`config.mk`:
```
export PLATFORM = sky130hd
export DESIGN_NAME = lcrc_line_track
export DESIGN_NICKNAME = d
export VERILOG_FILES = /design/src/rtl/lcrc_pkg.sv /design/src/rtl/lcrc_line_track.sv
export SDC_FILE = /design/constraint.sdc
export NUM_CORES = 1
export LEC_CHECK = 0
export BUFFER_PORTS_ARGS = -buffer_cell sky130_fd_sc_hd__buf_4
export CORE_AREA = 2 2 39 41
export CTS_BUF_LIST = sky130_fd_sc_hd__clkbuf_8
export CTS_CLUSTER_SIZE = 8
export DETAILED_ROUTE_END_ITERATION = 10
export DIE_AREA = 0 0 41 43
export MAX_ROUTING_LAYER = met4
export SKIP_LAST_GASP = 1
export SLEW_MARGIN = 10
export SYNTH_ARGS = -nofsm -noshare
export SYNTH_HDL_FRONTEND = slang
export SYNTH_SLANG_ARGS = --single-unit
```
`constraint.sdc`:
```
create_clock -name clk -period 1.7 [get_ports clk]
set_input_delay 0.51 -clock clk [delete_from_list [all_inputs] [get_ports clk]]
set_output_delay 0.51 -clock clk [all_outputs]
set_load 0.02 [all_outputs]
```
`src/rtl/lcrc_pkg.sv`:
```
package lcrc_pkg;
  localparam int WORD_W = 10;
  localparam int CRC_W  = 18;
  localparam int HALF_W = CRC_W / 2;
  localparam int POS_W  = 3;
  localparam int NCHAN  = 2;

  // One word into the CRC, LSB first, generator x^18 + x^5 + x^4 + 1
  function automatic logic [CRC_W-1:0] crc_feed(input logic [CRC_W-1:0] cur,
                                                input logic [WORD_W-1:0] din);
    logic [CRC_W-1:0] c;
    logic fb;
    c = cur;
    for (int i = 0; i < WORD_W; i++) begin
      fb = c[0] ^ din[i];
      c = {fb, c[CRC_W-1:1]};
      c[13] = c[13] ^ fb;
      c[12] = c[12] ^ fb;
    end
    return c;
  endfunction

  // A CRC-carrying word is well formed when bit 9 is the inverse of bit 8
  function automatic logic fmt_ok(input logic [WORD_W-1:0] w);
    return w[WORD_W-1] != w[WORD_W-2];
  endfunction
endpackage

```
`src/rtl/lcrc_line_track.sv`:
```
module lcrc_line_track
  import lcrc_pkg::*;
(
  input  logic clk,
  input  logic rst_n,
  input  logic word_vld,
  input  logic sav_mk,
  input  logic eav_mk,
  output logic start,
  output logic acc_en,
  output logic cap_lo,
  output logic cmp_hi,
  output logic miss
);
  localparam logic [POS_W-1:0] P_IDLE = 3'd0;
  localparam logic [POS_W-1:0] P_LN1  = 3'd2;
  localparam logic [POS_W-1:0] P_CR0  = 3'd3;
  localparam logic [POS_W-1:0] P_CR1  = 3'd4;

  logic [POS_W-1:0] pos_q;
  logic             in_act_q;
  logic             mark;

  assign mark   = sav_mk | eav_mk;
  assign start  = word_vld & sav_mk;
  assign acc_en = word_vld & in_act_q & ~sav_mk;
  assign cap_lo = word_vld & ~mark & (pos_q == P_CR0);
  assign cmp_hi = word_vld & ~mark & (pos_q == P_CR1);
  assign miss   = word_vld & mark & (pos_q != P_IDLE);

  always_ff @(posedge clk or negedge rst_n) begin
    if (!rst_n) begin
      pos_q    <= P_IDLE;
      in_act_q <= 1'b0;
    end else if (word_vld) begin
      if (eav_mk)                pos_q <= 3'd1;
      else if (sav_mk)           pos_q <= P_IDLE;
      else if (pos_q == P_CR1)   pos_q <= P_IDLE;
      else if (pos_q != P_IDLE)  pos_q <= pos_q + 3'd1;

      if (sav_mk)                in_act_q <= 1'b1;
      else if (pos_q == P_LN1)   in_act_q <= 1'b0;
    end
  end
endmodule

```
# Word-level counts from Yosys, hierarchy flattened
# Index checks and enable logic that the tools add are counted.
# word_totals
in_bits	5
n_memories	0
ramBits	0
latchBits	0
register_bits	4
output_inout_bits	5
elab_cells	28
romBits	0
# classes
n_mul	0
n_lt_le_gt_ge	0
div	0
muxes	6
n_eq_ne	3
bitwise_logic	11
n_shift	0
addsub	1
reduce_logical	5
# op_table
cell	count
$mux W3	4
$and A1 B1 Y1	8
$eq A3 B2 Y1 const B	2
$reduce_and A2 Y1	2
$reduce_bool A4 Y1	1
$add A3 B1 Y3 const B	1
$eq A3 B3 Y1 const B	1
$reduce_bool A3 Y1	1
$mux W1	2
$not A1 Y1	2
$reduce_bool A2 Y1	1
$or A1 B1 Y1	1

# Logic depth before layout (Yosys ltp)
# logic_depth
depth_word	5
depth_mapped	5
mapped_depth_nobuf	5

# Worst setup path before layout
# No wires, ideal clock.
# synth_timing
path_kind	register -> output
start	register pos_q[0]
end	output port cmp_hi
stages_incl_launch_ff	5
required_ps	1190
path_buffers	0
slack_ps	-326
arrival_ps	1516
cell_sequence	dfrtp_1 > inv_1 > ha_1 > nand2_1 > nor4b_1
# synth_via
elab_chain_len	2
# synth_lines
element	line_no	source
start, declared	lcrc_line_track.sv:20	logic [POS_W-1:0] pos_q;
start signal, assigned	lcrc_line_track.sv:39	else if (pos_q != P_IDLE) pos_q <= pos_q + 3'd1;
$eq A3 B3 Y1	lcrc_line_track.sv:28	assign cmp_hi = word_vld & ~mark & (pos_q == P_CR1);
$and A1 B1 Y1	lcrc_line_track.sv:28	
end, declared	lcrc_line_track.sv:12	output logic cmp_hi,
# Every way passes these cells.

# Worst setup path in the final report
# layout_timing
start	register pos_q[0]
end	output port cap_lo
# layout_via
elab_chain_len	2
# layout_lines
element	line_no	source
$eq A3 B2 Y1	lcrc_line_track.sv:27	assign cap_lo = word_vld & ~mark & (pos_q == P_CR0);
$and A1 B1 Y1	lcrc_line_track.sv:27	
end, declared	lcrc_line_track.sv:11	output logic cap_lo,
# Every way passes these cells.

==> results.md <==
| Metric | This run |
|:---|:---|
| Placer congestion estimate | 0.748 |
| Pin count of the biggest net entering global routing | 13 |
| Port Buf Inserts | 9 |
| Crit Path Max Fanout | 3 |
| Clk buf depth | 2 |
| Layout cell share with drive strength beyond 1 | 56.6% |
| Worst EP arrival | 1.33 ns |
| Run status | complete, but fails checks |
| Pwr dens | 859 mW/mm² |
| Share of the cycle needed by the critical path after routing | 108% |
| Number of I/O pins | 10 |
| Post-Place Setup Slack | 0.00896 ns |
| RR Endpoint | pos_q[0]$_DFFE_PN0P_ |
| Area fraction in compound gates after synthesis | 15.6% |
| Detailed placer's ending HPWL | 525 µm |
| Synth warnings | 0 |
| Final nets | 64 |
| Remaining Overflow, GRT | 0 |
| Largest family of logic cells by synthesized area | simple AND/OR/NAND/NOR gates |
| DRT antenna net count | 0 |
| Number of hold buffers added after cts | 0 |
| Clk pin slew, worst setup/hold paths | 0.03 ns |
| Fill count | 135 |
| Final count of hold timing violations | 0 |
| Fin Clk Skew | 0.00208 ns |
| Number of search-and-repair iterations in the first detailed-routing pass | 4 |
| Final Non-Filler Cells | 69 |
| Per-cell via count in the routed design | 4.43 |
| Count of distinct cell types in the synthesized netlist | 19 |
| Most common cell after layout, fill and taps aside | buf_4 |
| Netlist Area Pre-Place | 304 µm² |
| Slew Viols, Final | 0 |
| Number of buffers created by CTS | 3 |
| Area taken by flip-flops and latches | 100 µm² |
| Cell count after placement | 62 |
| Basic-gate share of the synthesized area counting and, or, nand and nor cells | 29.6% |
| Die outline area | 0.00176 mm² |
| Failing checks | setup timing |
| Layout overhead on the synthesized area | 80.7% |
| Area after DPL | 439 µm² |
| Multiplexer share of the synthesized area | 0% |
| CTS Root Buffer Type | clkbuf_8 |
| Total GRT Usage | 10.9% |
| Library cell with the largest summed area after synthesis | dfrtp_1 |
| Time the final worst path needs with I/O delays and setup | 1.84 ns |
| Top-area cell type share of the netlist area | 32.9% |
| Total clock sinks | 4 |
| Worst-margin pin slew | 0.174 ns |
| Portion of the post-synthesis area used by sequential elements | 32.9% |
| Total inserted antenna cells | 0 |
| Upper clock frequency limit | 544 MHz |
| Register-to-register path setup slack | 0.45 ns |
| Number of levels in the clock H-tree | 1 |
| Initial Utilization | 22.0% |
| Post-route worst hold slack | 0.0881 ns |
| Post-synthesis share of cell area spent on full adders, half adders and majority gates | 16.5% |
| Final wirelength | 718 µm |
| First-pass GRT wire length | 1240 µm |
| Initial antenna violation count | 0 |
| Class of the most critical setup path | reg -> out |
| Cell types occupying the most area after synthesis | dfrtp_1 33%, ha_1 16%, nand2_1 6.2%, and4bb_2 4.1%, nand2b_1 4.1% |
| Number of synthesized register bits | 4 |
| Crit path capture type | primary output |
| P_leak | 0.000256 µW |
| Area of combinational cells with multiple inputs | 238 µm² |
| Cells after Synth | 33 |
| Worst slew margin | 88.4% |
| Syn Area/Cell | 9.21 µm² |
| Detail-routed net length per standard cell | 10.4 µm |
| CTS tree | built |
| R2R cell count | 6 |
| Startpoint class of the critical path | flop |
| Final Setup Violations | 3 |
| Max-Cap Viols | 0 |
| Via count | 306 |
| Top library cells by usage in the layout, fill and taps aside | 17 x buf_4, 4 x nand2_1, 4 x dfrtp_1 |
| Overall die width | 41 µm |
| RSZ-0062 raised after global routing | yes |
| Placement row count | 14 |
| Largest voltage drop on the vdd net | 580 µV |
| Vertical die dimension | 43 µm |
| Std-Cell Core Area | 0.00138 mm² |
| Slack of the critical path | -0.137 ns |
| Number of DRC markers after the initial detailed-route iteration | 5 |
| Data required, critical path | 1.19 ns |
| Clk_lat worst skew | 0.21 ns |
| Startpoint of the lowest-slack register-to-register path | pos_q[0]$_DFFE_PN0P_ |
| Number of DRC violations after detailed routing | 0 |
| Number of global-route vias before repair | 289 |
| Post-Syn Nets | 42 |
| Final design instance area without fill | 549 µm² |
| Classification of the worst-slack hold path | in -> async |
| XOR/XNOR share of the synthesized area | 0% |
worst max-delay path: stages, from the launching register on:
cell and delay, ns:
dfrtp_1 0.40, ha_2 0.21, ha_4 0.15, and4bb_2 0.22, buf_6 0.13
worst max path at each step:
stage	start	depth (start not counted)	end	slack (ns)
2_1_floorplan	pos_q[0]$_DFFE_PN0P_	4	cmp_hi	0.02
3_3_place_gp	pos_q[0]$_DFFE_PN0P_	5	cmp_hi	0.02
3_5_place_dp	pos_q[0]$_DFFE_PN0P_	5	cmp_hi	0.009
4_1_cts	pos_q[0]$_DFFE_PN0P_	4	cap_lo	-0.14
5_1_grt	pos_q[0]$_DFFE_PN0P_	4	cap_lo	-0.17
6_report	pos_q[0]$_DFFE_PN0P_	4	cap_lo	-0.14
flip-flops by register name, indices dropped and copies added, names as in the netlist:
register and flops:
pos_q 3, in_act_q 1
power breakdown:
part           leakage [µW]  switching, µW  internal (µW)  total [µW]
sequential        0.0000483           10.2            107         117
combinational      0.000186           71.5           92.8         164
clock             0.0000216           40.6            150         191
total              0.000256            122            349         472
synthesized netlist by cell type:
master and instances:
nand2_1 5, dfrtp_1 4, ha_1 4, inv_1 3, nand2b_1 2, nor2_1 2
a31oi_1 1, and2_1 1, and3b_1 1, and4bb_2 1, buf_2 1, nand3b_1 1
nor3b_1 1, nor4b_1 1, o21ai_0 1, o221ai_1 1, o22ai_1 1, o22ai_2 1
o31a_1 1
cell type report:
type / instances / share of cell area (%)
flip-flops and latches: 4 / 18.2
repair buffers: 18 / 25.3
clock buffers: 3 / 7.52
multi-input cells: 25 / 43.3
well taps: 16 / 3.64
inverters: 3 / 2.05
metal layers:
metal,vias up,wire length [µm],global-route usage (%)
met5,-,0,-
met2,4,375,14.7
met4,0,0,6.00
met3,0,16,4.71
li1,157,-,-
met1,145,326,13.2
per-stage QoR:
step / power (µW) / util, % / TNS [ns]
final: 472 / 39.7 / -0.281
after global routing: 505 / 39.7 / -0.467
after CTS: 469 / 38.8 / -0.309
after detailed placement: 242 / 31.7 / 0
after global placement: 240 / 31.7 / 0
after floorplan: 180 / - / 0
cells by family after synthesis:
logic type | count (synthesis)
AND/OR/NAND/NOR | 15
AO/OA/AOI/OAI | 6
buffers and inverters | 4
adder cells (fa/ha/maj) | 4
flip-flops | 4
what timing repair did:
item / 4_1_cts / 5_1_grt
resized for setup: 9 / 1
setup endpoints to repair: 3 / 3
pin swaps: 3 / 3
endpoints found under the hold margin: 0 / 0
setup buffers: 3 / 1
Power figures use the tool's default switching activity.
